### config.mk
export PLATFORM = sky130hd
export DESIGN_NAME = irq_gather
export DESIGN_NICKNAME = d
export VERILOG_FILES = /design/src/rtl/irq_gather.sv
export SDC_FILE = /design/constraint.sdc
export NUM_CORES = 1
export LEC_CHECK = 0
export BUFFER_PORTS_ARGS = -buffer_cell sky130_fd_sc_hd__buf_2
export CORE_MARGIN = 8
export CORE_UTILIZATION = 50
export CTS_CLUSTER_DIAMETER = 200
export DETAILED_ROUTE_END_ITERATION = 12
export GPL_ROUTABILITY_DRIVEN = 1
export PLACE_DENSITY = 0.83
export SYNTH_ARGS = -nofsm -noshare
export SYNTH_HDL_FRONTEND = slang
export SYNTH_SLANG_ARGS = --single-unit
### constraint.sdc
create_clock -name clk_i -period 3.6 [get_ports clk_i]
set_input_delay 0.54 -clock clk_i [delete_from_list [all_inputs] [get_ports clk_i]]
set_output_delay 0.54 -clock clk_i [all_outputs]
set_load 0.02 [all_outputs]
### src/rtl/irq_gather.sv
module irq_gather #(
  parameter int DW       = 8,
  parameter int AW       = 8,
  parameter int REV_CODE = 3
) (
  input  logic          clk_i,
  input  logic          rst_ni,
  input  logic [DW-1:0] src_i,
  input  logic          we_i,
  input  logic [AW-1:0] addr_i,
  input  logic [DW-1:0] wdata_i,
  output logic [DW-1:0] rdata_o,
  output logic          irq_o
);
  localparam logic [AW-1:0] OFS_REV_LO = AW'(8'h08);
  localparam logic [AW-1:0] OFS_REV_HI = AW'(8'h09);
  localparam logic [AW-1:0] OFS_STAT   = AW'(8'h50);
  localparam logic [AW-1:0] OFS_ENAB   = AW'(8'h52);
  localparam logic [AW-1:0] OFS_ROUTE  = AW'(8'h54);

  logic [DW-1:0] src_q, stat_q, enab_q, route_q;
  logic [DW-1:0] edge_w, stat_d, enab_d;
  logic          wr_stat, wr_enab, wr_route;

  assign wr_stat  = we_i && addr_i == OFS_STAT;
  assign wr_enab  = we_i && addr_i == OFS_ENAB;
  assign wr_route = we_i && addr_i == OFS_ROUTE;

  assign edge_w = src_i ^ src_q;
  assign stat_d = (edge_w & src_i) | (~edge_w & (wr_stat ? wdata_i : stat_q));
  assign enab_d = wr_enab ? wdata_i : enab_q;

  always_ff @(posedge clk_i or negedge rst_ni) begin
    if (!rst_ni) begin
      src_q   <= '0;
      stat_q  <= '0;
      enab_q  <= '0;
      route_q <= '0;
      irq_o   <= 1'b0;
    end else begin
      src_q   <= src_i;
      stat_q  <= stat_d;
      enab_q  <= enab_d;
      if (wr_route) route_q <= wdata_i;
      irq_o   <= |(stat_d & enab_d);
    end
  end

  always_comb begin
    case (addr_i)
      OFS_REV_LO: rdata_o = DW'(REV_CODE);
      OFS_REV_HI: rdata_o = '0;
      OFS_STAT:   rdata_o = stat_q;
      OFS_ENAB:   rdata_o = enab_q;
      OFS_ROUTE:  rdata_o = route_q;
      default:    rdata_o = '0;
    endcase
  end

  assert_line_edge_R2: assert property (@(posedge clk_i) disable iff (!rst_ni)
    (src_i != src_q) |=> ((stat_q & $past(edge_w)) == ($past(src_i) & $past(edge_w))));

  assert_host_write_R4: assert property (@(posedge clk_i) disable iff (!rst_ni)
    (wr_stat && src_i == src_q) |=> (stat_q == $past(wdata_i)));

  assert_irq_cause_R3: assert property (@(posedge clk_i) disable iff (!rst_ni)
    $rose(irq_o) |-> ((stat_q & enab_q) != '0));

  assert_unmapped_write_R8: assert property (@(posedge clk_i) disable iff (!rst_ni)
    (we_i && !wr_stat && !wr_enab && !wr_route) |=> ($stable(enab_q) && $stable(route_q)));

  assert_rev_read_R7: assert property (@(posedge clk_i) disable iff (!rst_ni)
    (addr_i == OFS_REV_LO) |-> (rdata_o == DW'(REV_CODE)));
endmodule

==> results of run 1 <==
## logic make-up (layout without fill, tap and decap cells)
logic type,after synthesis,after routing,share of synthesized area [%]
multiplexers,23,23,17.42
AO/OA/AOI/OAI,15,15,8.501
adder cells (fa/ha/maj),7,7,5.000
flip-flops,33,33,55.00
AND/OR/NAND/NOR,28,28,9.583
buffers and inverters,14,54,4.500
## cells in the final DEF, fill, tap and decap left out
master and instances:
buf_2 35, dfrtp_1 33, mux2_2 18, nand2_1 13, inv_1 10, a22oi_1 5, clkbuf_4 5, maj3_2 4
nand2b_1 3, a222oi_1 3, mux2_1 3, maj3_1 3, nor4_1 2, and3_1 2, nand4_1 2, a21oi_1 2
a221o_1 2, clkbuf_8 2, and3b_1 1, nor3_1 1, and4b_1 1, mux2_4 1, nor2_1 1, nor2b_1 1
a31oi_1 1, mux2i_1 1, a311oi_1 1, a221oi_2 1, nand3_1 1, clkinv_2 1, buf_4 1
## where the power goes
| group | switching, mW | internal [mW] | leakage, nW | total (mW) |
|---|---|---|---|---|
| clock | 0.118 | 0.113 | 0.0413 | 0.231 |
| sequential | 0.0115 | 0.395 | 0.421 | 0.406 |
| combinational | 0.0393 | 0.0369 | 0.470 | 0.0762 |
| total | 0.169 | 0.545 | 0.932 | 0.713 |
## per-stage QoR
step	setup WS, ps	cell area [µm²]	util [%]	total power [mW]	std cells
3_3_place_gp	765.7	1695	57.42	0.4854	185
6_report	936.4	1765	59.79	0.7135	193
2_1_floorplan	1143	1501	-	0.4517	120
4_1_cts	961.9	1765	59.79	0.7218	193
5_1_grt	815.5	1765	59.79	0.7495	193
3_5_place_dp	605.8	1695	57.42	0.4904	185
## state kept, by name, indices dropped and copies added (netlist names)
| register | count |
|---|---|
| stat_q | 8 |
| irq_o | 1 |
| src_q | 8 |
| route_q | 8 |
| enab_q | 8 |
## worst max path at each step
| stage | startpoint | endpoint | slack (ps) | depth (start not counted) |
|---|---|---|---|---|
| after floorplan | addr_i[5] | irq_o$_DFF_PN0_ | 1140 | 7 |
| final | addr_i[5] | irq_o$_DFF_PN0_ | 940 | 7 |
| after global placement | addr_i[5] | irq_o$_DFF_PN0_ | 770 | 7 |
| after CTS | addr_i[5] | irq_o$_DFF_PN0_ | 960 | 7 |
| after global routing | addr_i[5] | irq_o$_DFF_PN0_ | 820 | 7 |
| after detailed placement | addr_i[5] | irq_o$_DFF_PN0_ | 610 | 7 |
## worst register-to-register path, stage by stage (launching register included)
cell	delay (ps)
dfrtp_1	400
mux2_4	270
maj3_2	330
a222oi_1	390
nand3_1	130
## layout make-up
type	instances	area share, %
clock inverter	1	0.2835
multi-input combinational	73	34.44
clock buffer	7	3.685
tap	33	2.339
timing repair buffer	36	10.35
inverter	10	2.126
sequential	33	46.78
## per-layer routing
layer	share of wire, %	up-vias
met5	0	-
met4	1.6	0
met3	8.3	6
met2	50	43
met1	40	523
li1	-	513
==> impl_metrics.env, run 1 <==
export IMPL_syn_area_per_cell_um2=12.51
export IMPL_vdd_drop_max_mv=0.2271
export IMPL_critPathSlowestCell="and4b_1"
export IMPL_vias_per_cell=5.622
export IMPL_hpwl_um=2458
export IMPL_rsz0062_at_grt="no"
export IMPL_worst_r2r_path_depth=4
export IMPL_synth_area_leader_cell="dfrtp_1"
export IMPL_reg2reg_to="irq_o$_DFF_PN0_"
export IMPL_cts_root_buf="clkbuf_4"
export IMPL_syn_inst=120
export IMPL_diodes=0
export IMPL_required_ps=3810
export IMPL_crit_family="simple AND/OR/NAND/NOR gates"
export IMPL_p_leak_nw=0.9324
export IMPL_multi_input_area_um2=608.1
export IMPL_path_class="in2reg"
export IMPL_rows=20
export IMPL_yosys_top_cells_count="dfrtp_1 (33), mux2_2 (18), nand2_1 (13), inv_1 (10), a22oi_1 (5)"
export IMPL_outcome="finished, final reports clean"
export IMPL_ys_ff_latch=33
export IMPL_grt_busiest_layer="met2"
export IMPL_fin_worst_hold_slack_ps=242.2
export IMPL_clk_path_buf_depth=2
export IMPL_ys_flop_type="dfrtp_1"
export IMPL_grt_pass1_wl_um=5568
export IMPL_crit_chain="buf_2 -> nor4_1 -> and4b_1 -> mux2_1 -> maj3_2 -> a222oi_1 -> nand3_1"
export IMPL_layout_min_cycle_time_ps=2664
export IMPL_initial_core_util_pct=50.85
export IMPL_ys_types=28
export IMPL_drv_cap=0
export IMPL_clock_skew_ps=12.23
export IMPL_globalplace_congestion=0.8382
export IMPL_finalSetupTns_ps=0
export IMPL_hp_class="in2async"
export IMPL_area_growth_pct=17.58
export IMPL_synth_yosys_seq_area_share_pct=55.00
export IMPL_finalHoldViolations=0
export IMPL_grt_pass1_vias=1191
export IMPL_post_cts_repair_setup_buffers=0
export IMPL_grtUsageMet1_pct=15.83
export IMPL_syn_cell_area_mm2=0.001501
export IMPL_tightest_slew_ps=698.9
export IMPL_netlist_area_leader_share_pct=55.00
export IMPL_die_x_um=70.80
export IMPL_slew_headroom_pct=53.41
export IMPL_cts_buffers=5
export IMPL_overflow=0
export IMPL_fin_crit_sh_pct=73.99
export IMPL_nNetsFinal=186
export IMPL_grt_antenna_before_repair=0
export IMPL_synth_area_leaders="dfrtp_1 (55%), mux2_2 (14%), nand2_1 (3.2%), maj3_2 (3.0%), a22oi_1 (2.5%)"
export IMPL_grt_total_usage_pct=14.21
export IMPL_path_clk_slew_ps=100
export IMPL_fmax_mhz=375.4
export IMPL_ctsHoldBuffers=0
export IMPL_yosys_warnings=0
export IMPL_drc=0
export IMPL_clock_sinks=33
export IMPL_synth_nets=147
export IMPL_r2r_slack_ps=1970
export IMPL_fill_cells=248
export IMPL_grtUsageMet3_pct=6.497
export IMPL_ant_nets=0
export IMPL_drt_total_wl_um=3287
export IMPL_die_h_um=70.80
export IMPL_path_buf_inv=1
export IMPL_max_stage_delay_ps=560
export IMPL_powerDensity_mw_per_mm2=404.1
export IMPL_clk_latency_ps=340
export IMPL_grt_max_degree=34
export IMPL_htreeDepth=2
export IMPL_coreArea_mm2=0.002953
export IMPL_first_pass_iters=4
export IMPL_r2r_start="stat_q[6]$_DFF_PN0_"
export IMPL_synth_edf_count=0
export IMPL_fp_dieArea_mm2=0.005013
export IMPL_end_kind="register"
export IMPL_cts_tree="done"
export IMPL_routedWlPerCell_um=17.03
export IMPL_numPortBuffers=35
export IMPL_cts_resized=0
export IMPL_yosysMostFrequentCell="dfrtp_1"
export IMPL_seq_area_um2=825.8
export IMPL_critical_path_max_fanout=9
export IMPL_ys_async_sr_fraction_pct=100.0
export IMPL_finalSetupViolCount=0
export IMPL_cp_arrival_ps=2870
export IMPL_vias=1085
export IMPL_cp_start_kind="input pin"
export IMPL_drv_slew=0
export IMPL_drive_above_1_share_pct=42.50
export IMPL_drt_iter0_drc=44
export IMPL_io_pins=36
export IMPL_met2_usage_pct=22.25
(Power assumes the default switching activity.)
==> inputs of run 2 (changes only) <==
CORE_UTILIZATION = 47   (was 50)
PLACE_DENSITY = 0.82   (was 0.83)
clock period = 2.1 ns   (was 3.6 ns; I/O delays follow)
==> run 2 against run 1 <==
  * Cell area grew 5.2%
  * Non-clock buffer count grew 11
  * Global-route usage grew 0.097 points
  * Largest cell class unchanged
==> impl_metrics.env, run 2 (synthesized netlist as in run 1, its figures left out) <==
export IMPL_tightest_slew_ps=724.0
export IMPL_powerDensity_mw_per_mm2=626.7
export IMPL_outcome="finished, final reports clean"
export IMPL_ant_nets=0
export IMPL_diodes=0
export IMPL_cts_tree="done"
export IMPL_worst_r2r_path_depth=4
export IMPL_p_leak_nw=0.9730
export IMPL_cts_root_buf="clkbuf_4"
export IMPL_place_area_mm2=0.001807
export IMPL_post_place_cells=207
export IMPL_wl_met2_um=1754
export IMPL_slew_headroom_pct=51.73
export IMPL_topRoutingLayerUsed="met4"
export IMPL_clk_latency_ps=330
export IMPL_routedWlPerCell_um=16.00
export IMPL_grt_pass1_vias=1264
export IMPL_fin_worst_hold_slack_ps=40.88
export IMPL_drv_cap=0
export IMPL_fin_area_mm2=0.001857
export IMPL_rows=20
export IMPL_clock_sinks=33
export IMPL_fmax_mhz=504.8
export IMPL_final_common_cell="buf_2"
export IMPL_end_kind="register"
export IMPL_crit_family="simple AND/OR/NAND/NOR gates"
export IMPL_vdd_drop_max_mv=0.3409
export IMPL_first_pass_iters=4
export IMPL_die_x_um=72.52
export IMPL_grt_max_degree=34
export IMPL_grt_pass1_wl_um=5796
export IMPL_wl_met1_um=1387
export IMPL_fp_dieArea_mm2=0.005259
export IMPL_globalplace_congestion=0.8333
export IMPL_max_stage_delay_ps=320
export IMPL_area_growth_pct=23.67
export IMPL_critical_path_max_fanout=4
export IMPL_hpwl_um=2647
export IMPL_overflow=0
export IMPL_final_cell_mix="buf_2 (35), dfrtp_1 (33), mux2_2 (18)"
export IMPL_grt_antenna_before_repair=0
export IMPL_htreeDepth=2
export IMPL_drc=0
export IMPL_vias_per_cell=5.247
export IMPL_path_class="in2reg"
export IMPL_numPortBuffers=35
export IMPL_dr_wl_met3_um=209
export IMPL_clk_path_buf_depth=2
export IMPL_die_h_um=72.52
export IMPL_drive_above_1_share_pct=45.61
export IMPL_nNetsFinal=197
export IMPL_rsz0062_at_grt="no"
export IMPL_initial_core_util_pct=49.18
export IMPL_coreArea_mm2=0.003053
export IMPL_total_power_mw=1.164
export IMPL_ctsHoldBuffers=0
export IMPL_finalNonFillerCells=215
export IMPL_finalHoldViolations=0
export IMPL_layout_min_cycle_time_ps=1981
export IMPL_drt_total_wl_um=3439
export IMPL_path_depth=8
export IMPL_post_route_util_pct=60.82
export IMPL_hp_class="in2async"
export IMPL_crit_chain="buf_2 -> nor4_4 -> and4b_1 -> buf_4 -> mux2_4 -> maj3_2 -> a222oi_1 -> nand3_1"
export IMPL_grt_total_usage_pct=14.30
export IMPL_finalSetupTns_ps=0
export IMPL_cts_buffers=5
export IMPL_finalSetupViolCount=0
export IMPL_fin_ws_ps=119.1
export IMPL_drt_iter0_drc=51
export IMPL_cp_start_kind="input pin"
export IMPL_cp_arrival_ps=2180
export IMPL_drv_slew=0
export IMPL_critPathSlowestCell="maj3_2"
export IMPL_required_ps=2300
export IMPL_io_pins=36
export IMPL_path_buf_inv=2
export IMPL_clock_skew_ps=4.238
export IMPL_vias=1128
export IMPL_pre_cts_slack_ps=-222.1
export IMPL_path_clk_slew_ps=90
export IMPL_fin_crit_sh_pct=94.33
[run 2: final timing paths]
kind	from	endpoint	slack (ps)
min	rst_ni	enab_q[5]$_DFF_PN0_	40
min reg2reg	route_q[7]$_DFFE_PN0P_	route_q[7]$_DFFE_PN0P_	520
min in group clk_i	src_i[4]	src_q[4]$_DFF_PN0_	110
max in group asynchronous	rst_ni	stat_q[1]$_DFF_PN0_	1600
max	addr_i[5]	irq_o$_DFF_PN0_	120
max reg2reg	stat_q[6]$_DFF_PN0_	irq_o$_DFF_PN0_	570
[run 2: layout make-up]
| type | instances | area, µm² |
|---|---|---|
| fillers | 263 | 1196 |
| flip-flops and latches | 33 | 825.8 |
| multi-input cells | 73 | 624.3 |
| repair buffers | 47 | 265.3 |
| well taps | 44 | 55.05 |
| clock buffers | 8 | 48.80 |
| inverters | 10 | 37.54 |
[run 2: power breakdown]
| group | leakage [nW] | internal (mW) | switching, mW |
|---|---|---|---|
| Combinational | 0.526 | 0.0713 | 0.0718 |
| Clock | 0.0265 | 0.133 | 0.192 |
| Sequential | 0.421 | 0.677 | 0.0191 |
| Total | 0.973 | 0.881 | 0.283 |
[run 2: metal layers]
layer / track usage (%) / vias to the layer above
met4: 10.89 / 0
met5: 0 / -
li1: - / 537
met1: 15.06 / 550
met3: 3.994 / 9
met2: 23.66 / 32
[run 2: timing repair]
item / CTS / global route
gates resized for setup: 0 / 1
endpoints found under the setup margin: 0 / 7
buffers inserted: 0 / 0
hold endpoints to repair: 0 / 0
==> inputs of run 3 (changes only) <==
CORE_ASPECT_RATIO = 2   (was unset)
==> run 3 against run 2 <==
  * Sequential share of layout area shrank 1.0 points
  * Largest power group unchanged
  * Routed wire length grew 0.35%
  * Combinational power is essentially flat
==> impl_metrics.env, run 3 (synthesized netlist as in run 1, its figures left out) <==
export IMPL_fin_ws_ps=94.86
export IMPL_swShare_pct=23.04
export IMPL_grt_total_usage_pct=13.63
export IMPL_drive_above_1_share_pct=47.34
export IMPL_numPortBuffers=35
export IMPL_io_pins=36
export IMPL_overflow=0
export IMPL_fmax_mhz=498.7
export IMPL_seqPwrFrac_pct=51.3
export IMPL_worst_r2r_path_depth=4
export IMPL_area_growth_pct=26.50
export IMPL_globalplace_congestion=0.8001
export IMPL_final_cell_mix="dfrtp_1 (33), buf_2 (33), mux2_2 (18)"
export IMPL_clock_sinks=33
export IMPL_nNetsFinal=195
export IMPL_finalSetupViolCount=0
export IMPL_pwr_share_clk_pct=38.2
export IMPL_grt_max_degree=34
export IMPL_finalSetupTns_ps=0
export IMPL_layout_min_cycle_time_ps=2005
export IMPL_clk_path_buf_depth=2
export IMPL_cp_arrival_ps=1690
export IMPL_vias=1132
export IMPL_drt_iter0_drc=15
export IMPL_cts_buffers=5
export IMPL_ant_nets=0
export IMPL_fp_dieArea_mm2=0.005369
export IMPL_pre_cts_slack_ps=-231.8
export IMPL_fill_cells=256
export IMPL_critical_path_max_fanout=8
export IMPL_outcome="finished, final reports clean"
export IMPL_drv_slew=0
export IMPL_post_route_util_pct=60.87
export IMPL_required_ps=1780
export IMPL_grt_pass1_wl_um=5802
export IMPL_seq_area_um2=825.8
export IMPL_power_frac_comb_pct=10.5
export IMPL_cp_start_kind="input pin"
export IMPL_drt_total_wl_um=3451
export IMPL_post_place_cells=191
export IMPL_clk_latency_ps=290
export IMPL_path_clk_slew_ps=70
export IMPL_rows=29
export IMPL_routedWlPerCell_um=17.26
export IMPL_end_kind="primary output"
export IMPL_switchingPower_mw=0.3127
export IMPL_grt_pass1_vias=1259
export IMPL_fin_crit_sh_pct=95.48
export IMPL_cts_root_buf="clkbuf_8"
export IMPL_fin_area_mm2=0.001899
export IMPL_vias_per_cell=5.660
export IMPL_grt_antenna_before_repair=0
export IMPL_drc=0
export IMPL_path_class="in2out"
export IMPL_cts_tree="done"
export IMPL_first_pass_iters=4
export IMPL_slew_headroom_pct=52.55
export IMPL_htreeDepth=2
export IMPL_die_x_um=55.97
export IMPL_place_area_mm2=0.001768
export IMPL_multi_input_area_um2=625.6
export IMPL_tightest_slew_ps=711.8
export IMPL_initial_core_util_pct=48.12
export IMPL_vdd_drop_max_mv=0.4901
export IMPL_total_power_mw=1.357
export IMPL_p_leak_nw=0.9984
export IMPL_die_h_um=95.93
export IMPL_coreArea_mm2=0.003120
export IMPL_power_internal_mw=1.044
export IMPL_drv_cap=0
export IMPL_finalNonFillerCells=200
export IMPL_hp_class="in2async"
export IMPL_ctsHoldBuffers=0
export IMPL_powerDensity_mw_per_mm2=714.3
export IMPL_diodes=0
export IMPL_hpwl_um=2647
export IMPL_finalHoldViolations=0
export IMPL_clock_skew_ps=6.682
export IMPL_fin_worst_hold_slack_ps=72.13
[run 3: cell types whose count changed in the layout (fill, tap and decap cells not counted), moves of 2 or more]
cell | previous run | this run
clkbuf_4 | 5 | 0
clkbuf_1 | 3 | 0
clkbuf_8 | 0 | 7
buf_4 | 12 | 8
buf_2 | 35 | 33
buf_6 | 0 | 4
[run 3: worst paths after layout]
| check | slack (ps) | endpoint | from |
|---|---|---|---|
| setup / recovery | 90 | rdata_o[6] | addr_i[4] |
| hold / removal | 70 | stat_q[4]$_DFF_PN0_ | rst_ni |
| setup reg to reg | 550 | irq_o$_DFF_PN0_ | stat_q[6]$_DFF_PN0_ |
| hold reg to reg | 510 | route_q[4]$_DFFE_PN0P_ | route_q[4]$_DFFE_PN0P_ |
| max in group asynchronous | 1560 | route_q[5]$_DFFE_PN0P_ | rst_ni |
| min in group clk_i | 150 | src_q[4]$_DFF_PN0_ | src_i[4] |
[run 3: cell type report]
| class | count | share of cell area (%) |
|---|---|---|
| sequential | 33 | 43.48 |
| tap | 31 | 2.042 |
| clock buffer | 7 | 5.072 |
| clock inverter | 1 | 0.2635 |
| timing repair buffer | 45 | 14.23 |
| multi-input combinational | 73 | 32.94 |
| inverter | 10 | 1.976 |
[run 3: routing by layer]
metal  vias to the layer above  global-route usage, %  wire length, µm
met3                        13                  4.888              224
li1                        533                      -                -
met1                       552                  13.14             1264
met5                         -                      0                0
met4                         0                  10.69              129
met2                        34                  23.05             1833
[run 3: timing repair]
action	in CTS	in global routing
gates resized for setup	0	8
setup buffers	0	1
setup endpoints to repair	0	2
endpoints found under the hold margin	0	0
[run 3: worst max-delay path, cell delays in order]
cell	delay (ps)
buf_2	110
and3b_1	190
buf_4	160
and3_1	280
a222oi_1	400
inv_1	70
buf_2	160
[run 3: power groups by stage]
stage,combinational (mW),clock (mW),sequential (mW)
2_1_floorplan,0.0679,0,0.707
3_3_place_gp,0.133,0,0.705
3_5_place_dp,0.140,0,0.708
4_1_cts,0.141,0.536,0.696
5_1_grt,0.157,0.566,0.701
6_report,0.142,0.518,0.697
